--- config.mk ---
export PLATFORM = sky130hd
export DESIGN_NAME = ser3w_loader
export DESIGN_NICKNAME = d
export VERILOG_FILES = /design/src/rtl/ser3w_pkg.sv /design/src/rtl/ser3w_sync.sv /design/src/rtl/ser3w_edge.sv /design/src/rtl/ser3w_shifter.sv /design/src/rtl/ser3w_latch_bank.sv /design/src/rtl/ser3w_loader.sv
export SDC_FILE = /design/constraint.sdc
export NUM_CORES = 1
export LEC_CHECK = 0
export ABC_AREA = 0
export BUFFER_PORTS_ARGS = -buffer_cell sky130_fd_sc_hd__buf_2
export CAP_MARGIN = 20
export CELL_PAD_IN_SITES_DETAIL_PLACEMENT = 0
export CELL_PAD_IN_SITES_GLOBAL_PLACEMENT = 1
export CORE_MARGIN = 8
export CORE_UTILIZATION = 30
export CTS_BUF_LIST = sky130_fd_sc_hd__clkbuf_4 sky130_fd_sc_hd__clkbuf_8 sky130_fd_sc_hd__clkbuf_16
export CTS_CLUSTER_SIZE = 10
export DETAILED_ROUTE_END_ITERATION = 6
export PLACE_DENSITY_LB_ADDON = 0.2
export SYNTH_ARGS = -nofsm -noshare
export SYNTH_HDL_FRONTEND = slang
export SYNTH_SLANG_ARGS = --single-unit
--- constraint.sdc ---
create_clock -name clk -period 3.8 [get_ports clk]
set_clock_uncertainty 0.1 [all_clocks]
set_input_delay 0.38 -clock clk [delete_from_list [all_inputs] [get_ports clk]]
set_output_delay 0.38 -clock clk [all_outputs]
set_load 0.05 [all_outputs]
--- src/rtl/ser3w_pkg.sv ---
package ser3w_pkg;
  localparam int CTRL_W = 2;
  localparam int NUM_LATCH = 1 << CTRL_W;

  typedef enum logic [CTRL_W-1:0] {
    SEL_IF_REF = 2'd0,
    SEL_IF_DIV = 2'd1,
    SEL_RF_REF = 2'd2,
    SEL_RF_DIV = 2'd3
  } sel_e;
endpackage

--- src/rtl/ser3w_sync.sv ---
module ser3w_sync #(
  parameter int W      = 3,
  parameter int STAGES = 2
) (
  input  logic         clk,
  input  logic         rst_n,
  input  logic [W-1:0] d,
  output logic [W-1:0] q
);
  for (genvar b = 0; b < W; b++) begin : g_bit
    logic [STAGES-1:0] chain_q;
    logic [STAGES-1:0] chain_n;

    always_comb begin
      chain_n = {chain_q[STAGES-2:0], d[b]};
    end

    always_ff @(posedge clk or negedge rst_n) begin
      if (!rst_n) chain_q <= '0;
      else        chain_q <= chain_n;
    end

    assign q[b] = chain_q[STAGES-1];
  end
endmodule

--- src/rtl/ser3w_edge.sv ---
module ser3w_edge #(
  parameter int W = 2
) (
  input  logic         clk,
  input  logic         rst_n,
  input  logic [W-1:0] lvl,
  output logic [W-1:0] rise
);
  logic [W-1:0] prev_q;

  always_ff @(posedge clk or negedge rst_n) begin
    if (!rst_n) prev_q <= '0;
    else        prev_q <= lvl;
  end

  assign rise = lvl & ~prev_q;
endmodule

--- src/rtl/ser3w_shifter.sv ---
module ser3w_shifter #(
  parameter int WORD_W = 22
) (
  input  logic              clk,
  input  logic              rst_n,
  input  logic              shift_en,
  input  logic              din,
  output logic [WORD_W-1:0] word
);
  logic [WORD_W-1:0] sr_q;
  logic [WORD_W-1:0] sr_n;

  always_comb begin
    sr_n = sr_q;
    if (shift_en) sr_n = {sr_q[WORD_W-2:0], din};
  end

  always_ff @(posedge clk or negedge rst_n) begin
    if (!rst_n) sr_q <= '0;
    else        sr_q <= sr_n;
  end

  assign word = sr_q;
endmodule

--- src/rtl/ser3w_latch_bank.sv ---
module ser3w_latch_bank
  import ser3w_pkg::*;
#(
  parameter int WORD_W = 22,
  localparam int PAY_W = WORD_W - CTRL_W
) (
  input  logic                                 clk,
  input  logic                                 rst_n,
  input  logic                                 load,
  input  logic [WORD_W-1:0]                    word,
  output logic [NUM_LATCH-1:0][PAY_W-1:0]      lat,
  output logic [NUM_LATCH-1:0]                 upd
);
  logic [CTRL_W-1:0] sel;
  logic [PAY_W-1:0]  payload;

  assign sel     = word[CTRL_W-1:0];
  assign payload = word[WORD_W-1:CTRL_W];

  for (genvar i = 0; i < NUM_LATCH; i++) begin : g_lat
    logic             hit;
    logic [PAY_W-1:0] val_q;
    logic [PAY_W-1:0] val_n;
    logic             upd_q;

    assign hit = load && (sel == CTRL_W'(i));

    always_comb begin
      val_n = val_q;
      if (hit) val_n = payload;
    end

    always_ff @(posedge clk or negedge rst_n) begin
      if (!rst_n) begin
        val_q <= '0;
        upd_q <= 1'b0;
      end else begin
        val_q <= val_n;
        upd_q <= hit;
      end
    end

    assign lat[i] = val_q;
    assign upd[i] = upd_q;
  end
endmodule

--- src/rtl/ser3w_loader.sv ---
module ser3w_loader
  import ser3w_pkg::*;
#(
  parameter int WORD_W      = 22,
  parameter int SYNC_STAGES = 2,
  localparam int PAY_W      = WORD_W - CTRL_W
) (
  input  logic             clk,
  input  logic             rst_n,
  input  logic             ser_clk,
  input  logic             ser_dat,
  input  logic             ser_le,
  output logic [PAY_W-1:0] if_ref_q,
  output logic [PAY_W-1:0] if_div_q,
  output logic [PAY_W-1:0] rf_ref_q,
  output logic [PAY_W-1:0] rf_div_q,
  output logic             if_ref_upd,
  output logic             if_div_upd,
  output logic             rf_ref_upd,
  output logic             rf_div_upd
);
  // Reset: asserted asynchronously, released on a clock edge.
  logic [1:0] rst_sync_q;
  logic       rst_i_n;

  always_ff @(posedge clk or negedge rst_n) begin
    if (!rst_n) rst_sync_q <= 2'b00;
    else        rst_sync_q <= {rst_sync_q[0], 1'b1};
  end
  assign rst_i_n = rst_sync_q[1];

  // Pin synchronizers: bit 2 = le, bit 1 = data, bit 0 = clock.
  logic [2:0] pin_lvl;
  logic [1:0] pin_rise;
  logic       clk_rise;
  logic       le_rise;
  logic       le_lvl;
  logic       dat_lvl;

  ser3w_sync #(.W(3), .STAGES(SYNC_STAGES)) u_sync (
    .clk  (clk),
    .rst_n(rst_i_n),
    .d    ({ser_le, ser_dat, ser_clk}),
    .q    (pin_lvl)
  );

  assign le_lvl  = pin_lvl[2];
  assign dat_lvl = pin_lvl[1];

  ser3w_edge #(.W(2)) u_edge (
    .clk  (clk),
    .rst_n(rst_i_n),
    .lvl  ({le_lvl, pin_lvl[0]}),
    .rise (pin_rise)
  );

  assign clk_rise = pin_rise[0];
  assign le_rise  = pin_rise[1];

  // A high strobe level blocks shifting, which also settles a collision.
  logic              shift_en;
  logic [WORD_W-1:0] shreg;

  assign shift_en = clk_rise && !le_lvl;

  ser3w_shifter #(.WORD_W(WORD_W)) u_shift (
    .clk     (clk),
    .rst_n   (rst_i_n),
    .shift_en(shift_en),
    .din     (dat_lvl),
    .word    (shreg)
  );

  logic [NUM_LATCH-1:0][PAY_W-1:0] lat_all;
  logic [NUM_LATCH-1:0]            upd_all;

  ser3w_latch_bank #(.WORD_W(WORD_W)) u_bank (
    .clk  (clk),
    .rst_n(rst_i_n),
    .load (le_rise),
    .word (shreg),
    .lat  (lat_all),
    .upd  (upd_all)
  );

  assign if_ref_q   = lat_all[SEL_IF_REF];
  assign if_div_q   = lat_all[SEL_IF_DIV];
  assign rf_ref_q   = lat_all[SEL_RF_REF];
  assign rf_div_q   = lat_all[SEL_RF_DIV];
  assign if_ref_upd = upd_all[SEL_IF_REF];
  assign if_div_upd = upd_all[SEL_IF_DIV];
  assign rf_ref_upd = upd_all[SEL_RF_REF];
  assign rf_div_upd = upd_all[SEL_RF_DIV];
endmodule

==> results.cfg, run 1 <==
[run_status]
status = finished clean

[floorplan]
core_area_um2 = 13800
fp.dieH_um = 135
start_util = 0.306
dieArea_um2 = 18200
num_rows = 43
die_x_um = 135
ios = 89

[timing]
hold_viol = 0
setup_tns_ps = 0
hold_ws_ps = 181
maxSlewViolCount = 0
rsz0062_at_grt = no
max_slew_margin = 0.491
post-route-period-util = 0.549
timing.fmax_ghz = 0.479
tightest_slew_ps = 760
setup_viol = 0
period_minus_slack_ps = 2090

[logic_synthesis]
netlist_top_cells_count = 116 x dfrtp_1, 101 x mux2_2, 6 x buf_6
synth.distinct_cells = 12
synthesis.yosys.warnings = 0
synth_area_um2 = 4230
synth_top_family_by_area = multiplexers
syn_nets = 240
synth_cells = 235
synth_compound_area_frac = 0
synthMuxAreaShare = 0.272
synth_fa_ha_area_frac = 0
synthSimpleGateAreaFrac = 0.0183
synth-edff-count = 0
yosysTopAreaCell = dfrtp_1
syn_area_per_cell_um2 = 18.0
synth.most_common_cell = dfrtp_1
synth-xor-area-share = 0
async_flop_share = 1.00
synth_top_area_frac = 0.686
synthTopCellsByArea = dfrtp_1 69%, mux2_2 27%, buf_6 1.6%, and4bb_4 0.77%, nor4b_4 0.56%
synth_seq_cells = 116
synth_flop_cell = dfrtp_1
synth_seq_area_share = 0.686

[global_routing]
grt_max_degree = 58
grt.total_usage = 0.109
antenna_found_initial = 0
grt_pass1_vias = 2635
grt_overflow_total = 0
grt_first_pass_wirelength_mm = 15.1

[cts]
ctsHoldBuffers = 4
cts_setup_buffers = 0
tritoncts = built
clk_pin_slew_worst_paths_ps = 50
cts_resized = 0
clock_path_buffers = 2
numCtsBuffers = 17
cts_root_buffer = clkbuf_16
clk_latency_ps = 400
h-tree-depth = 4
cts.sinks = 116

[place]
dp_hpwl_mm = 6.22
numPortBuffers = 88
place.gp.congestion = 0.663

[power_and_ir_drop]
peakVddDrop_v = 0.000238
p_leak_nw = 2.93
finalPower_mw = 3.87
powerDensity_nw_per_um2 = 708

[flow_run]
cap_viol_max_count = 0

[final_layout]
nNetsFinal = 346
multi_input_area_um2 = 1240
drive_gt1_frac = 0.651
n_antenna_cell = 0
n_fill_cell = 1301
synthToLayoutAreaGrowth_pct = 29.3
layout.area.seq_um2 = 2910
fin_util = 0.396

[worst_setup_path]
worstPathRequired_ps = 3990
critical_path_arrival_ps = 2270
cp_max_fo = 11
endpoint_kind = flop
worstSetupPathType = reg2reg
setup.worst_path.start_class = flop

[route]
wl_per_cell_um = 17.3
drt-pass1-iter-count = 4
wl_mm = 9.23
drtIter0Drc = 82
post_drt_via_cell_ratio = 4.45
num_vias = 2369
ant_nets = 0
drc = 0

[min_path]
hp-class = in2async
## through the flow
step	cells	cell area, um2	setup WS, ps
2_1_floorplan	235	4230	229
3_3_place_gp	498	4850	1720
3_5_place_dp	498	4850	1630
4_1_cts	532	5470	1620
5_1_grt	532	5470	1560
6_report	532	5470	1710
## layout make-up
class	instances	share of cell area
Inverter	1	0.000686
Timing Repair Buffer	97	0.0947
Tap cell	180	0.0412
Clock buffer	25	0.0922
Multi-Input combinational cell	108	0.226
Sequential cell	116	0.531
Clock inverter	5	0.0137
## cell usage in the layout (no fill, tap or decap), drive strengths merged
cell type	netlist	layout
and4bb	2	2
buf	10	93
bufinv	0	2
clkbuf	0	25
clkinv	0	3
conb	1	1
dfrtp	116	116
dlygate4sd3	0	4
inv	1	1
mux2	102	102
nand4b	1	1
nor3b	1	1
nor4b	1	1
## state kept, by name (all words and copies together), names as in the netlist
| register | count |
|---|---|
| u_bank.g_lat.val_q | 80 |
| u_shift.word | 22 |
| u_sync.g_bit.chain_q | 6 |
| u_bank.g_lat.upd_q | 4 |
| rst_sync_q | 2 |
| u_edge.prev_q | 2 |
## worst paths after layout
check | slack [ps] | end | from | cells after the start
setup / recovery | 1710 | u_bank.g_lat[0].val_q[5]$_DFFE_PN0P_ | u_shift.word[0]$_DFFE_PN0P_ | 3
hold reg to reg | 250 | u_sync.g_bit[2].chain_q[1]$_DFF_PN0_ | u_sync.g_bit[2].chain_q[0]$_DFF_PN0_ | 0
max in group asynchronous | 2330 | u_shift.word[6]$_DFFE_PN0P_ | rst_sync_q[1]$_DFF_PN0_ | 1
setup reg to reg | 1710 | u_bank.g_lat[0].val_q[5]$_DFFE_PN0P_ | u_shift.word[0]$_DFFE_PN0P_ | 3
hold / removal | 180 | rst_sync_q[1]$_DFF_PN0_ | rst_n | 2
min in group clk | 250 | u_sync.g_bit[2].chain_q[1]$_DFF_PN0_ | u_sync.g_bit[2].chain_q[0]$_DFF_PN0_ | 0
## routing by layer
layer,vias to the layer above,GRT usage,share of wire
met2,58,0.164,0.47
met5,-,0,0
li1,1044,-,-
met3,13,0.0472,0.053
met4,0,0.0468,0.017
met1,1254,0.133,0.46
## report_power, final
part | switching, mW | total (mW) | internal, mW | leakage, nW
sequential | 0.144 | 1.55 | 1.40 | 1.56
combinational | 0.552 | 0.782 | 0.230 | 1.07
clock | 0.502 | 1.54 | 1.04 | 0.294
## worst max-delay path, cell delays in order (launching register included)
cell and delay [ps]:
dfrtp_1 440, nor4b_4 730, buf_4 340, mux2_2 350
## kinds of logic (layout without fill, tap and decap cells)
| family | Yosys count | after routing |
|---|---|---|
| other | 1 | 1 |
| DFF | 116 | 116 |
| buffers and inverters | 11 | 128 |
| and+or+nand+nor | 5 | 5 |
| muxes | 102 | 102 |
Power figures use the tool's default switching activity.
==> inputs of run 2 (changes only) <==
==> constraint.sdc (replaced) <==
create_clock -name clk -period 1.75 [get_ports clk]
set_clock_uncertainty 0.1 [all_clocks]
set_input_delay 0.175 -clock clk [delete_from_list [all_inputs] [get_ports clk]]
set_output_delay 0.175 -clock clk [all_outputs]
set_load 0.05 [all_outputs]
==> results.cfg, run 2 (same netlist as run 1, synthesis figures left out) <==
[worst_setup_path]
endpoint_kind = flop
worstPathRequired_ps = 1930
crit_family = flip-flops
cp_num_buf_inv = 1
slowest_delay_ps = 450
critPathSlowestCell = dfrtp_1
setup.worst_path.start_class = flop
worstSetupPathType = reg2reg
cp_max_fo = 14
critical_path_arrival_ps = 1810
cp_cell_sequence = nor4b_4, buf_4, mux2_2

[power_and_ir_drop]
peakVddDrop_v = 0.000644
power_frac_seq = 0.375
powerDensity_nw_per_um2 = 1560
netSwitchingFraction = 0.299
p_sw_mw = 2.65
p_int_mw = 6.21
p_leak_nw = 3.02
combPwrFrac = 0.199
clockPowerShare = 0.426

[route]
post_drt_via_cell_ratio = 4.36
wl_per_cell_um = 16.8
wl_mm = 9.09
ant_nets = 0
drt-pass1-iter-count = 3
drtIter0Drc = 100
drc = 0
num_vias = 2354

[timing]
hold_viol = 0
maxSlewViolCount = 0
setup_viol = 0
post-route-period-util = 0.928
layout_setup_ws_ps = 125
timing.fmax_ghz = 0.616
tightest_slew_ps = 624
period_minus_slack_ps = 1620
setup_tns_ps = 0
max_slew_margin = 0.584
rsz0062_at_grt = no

[place]
post_dp_cell_area_um2 = 4970
place.gp.congestion = 0.669
dp_cells = 504
dp_hpwl_mm = 6.04
numPortBuffers = 88
preCtsSetupSlack_ps = 130

[global_routing]
use_met3 = 0.0461
use_met2 = 0.160
antenna_found_initial = 0
grt_max_degree = 115
grt_first_pass_wirelength_mm = 15.0
use_met1 = 0.135
grt.total_usage = 0.110
top_usage_layer = met2
grt_overflow_total = 0
grt_pass1_vias = 2625

[cts]
cts.sinks = 116
tritoncts = built
clk_pin_slew_worst_paths_ps = 50
clk_latency_ps = 400
cts_resized = 0
clock_path_buffers = 2
numCtsBuffers = 17
cts_root_buffer = clkbuf_16
h-tree-depth = 4

[final_layout]
n_fill_cell = 1271
largest_reg_flops = 80
stdcell_count = 540
layout.area.seq_um2 = 2910
layout_commonest_cell = dfrtp_1
layout_common_cells = 115 x dfrtp_1, 101 x mux2_2, 88 x buf_2
synthToLayoutAreaGrowth_pct = 34.1
largest-register = u_bank.g_lat.val_q
drive_gt1_frac = 0.656
fin_util = 0.410
n_antenna_cell = 0
multi_input_area_um2 = 1240
design_area_um2 = 5670
nNetsFinal = 353

[floorplan]
num_rows = 43
core_area_um2 = 13800
start_util = 0.306
die_x_um = 135
dieArea_um2 = 18200
fp.dieH_um = 135
ios = 89

[min_path]
hp-class = reg2reg

[run_status]
status = finished clean

[flow_run]
cap_viol_max_count = 0
-- run 2: cell count changes in the layout (fill, tap and decap cells not counted) --
cell,delta
bufinv_16,+3
clkinvlp_4,+1
dlygate4sd3_1,+1
clkinv_2,+1
buf_12,+6
clkbuf_4,-4
-- run 2: area by class of cell --
class | count | share of cell area
flip-flops and latches | 116 | 0.512
well taps | 180 | 0.0397
inverters | 1 | 0.000662
clock inverters | 10 | 0.0313
repair buffers | 104 | 0.114
clock buffers | 21 | 0.0836
multi-input cells | 108 | 0.218
-- run 2: what timing repair did --
| item | 4_1_cts | 5_1_grt |
|---|---|---|
| endpoints found under the hold margin | 5 | 0 |
| hold buffers | 5 | 0 |
| buffers inserted | 0 | 0 |
-- run 2: worst paths after layout --
check	start	end	slack [ps]	depth (start not counted)
worst max register to register	u_shift.word[0]$_DFFE_PN0P_	u_bank.g_lat[0].val_q[0]$_DFFE_PN0P_	130	3
min in group asynchronous	rst_sync_q[1]$_DFF_PN0_	u_sync.g_bit[1].chain_q[0]$_DFF_PN0_	280	1
worst min register to register	u_sync.g_bit[2].chain_q[0]$_DFF_PN0_	u_sync.g_bit[2].chain_q[1]$_DFF_PN0_	250	0
max in group asynchronous	rst_sync_q[1]$_DFF_PN0_	u_bank.g_lat[1].val_q[0]$_DFFE_PN0P_	780	1
worst min-delay path	u_sync.g_bit[2].chain_q[0]$_DFF_PN0_	u_sync.g_bit[2].chain_q[1]$_DFF_PN0_	250	0
worst max-delay path	u_shift.word[0]$_DFFE_PN0P_	u_bank.g_lat[0].val_q[0]$_DFFE_PN0P_	130	3
-- run 2: layer usage --
layer	vias up	wire length [um]
met4	0	192
met3	14	569
met2	57	4290
met1	1214	4040
li1	1069	-
met5	-	0
-- run 2: worst register-to-register path: stages (launching register included) --
cell and delay (ps):
dfrtp_1 450, nor4b_4 320, buf_4 280, mux2_2 360
-- run 2: power groups by stage --
stage	clock network (mW)	registers, mW	logic, mW
3_3_place_gp	0	3.36	1.78
5_1_grt	4.00	3.38	1.86
3_5_place_dp	0	3.38	1.79
6_report	3.77	3.32	1.77
2_1_floorplan	0	4.22	0.437
4_1_cts	3.88	3.33	1.80
-- run 2: per-stage QoR --
step | hold WS, ps | total power, mW
after floorplan | -221 | 4.66
after global placement | -140 | 5.14
after detailed placement | -137 | 5.17
after CTS | 245 | 9.01
after global routing | 251 | 9.24
final | 245 | 8.86
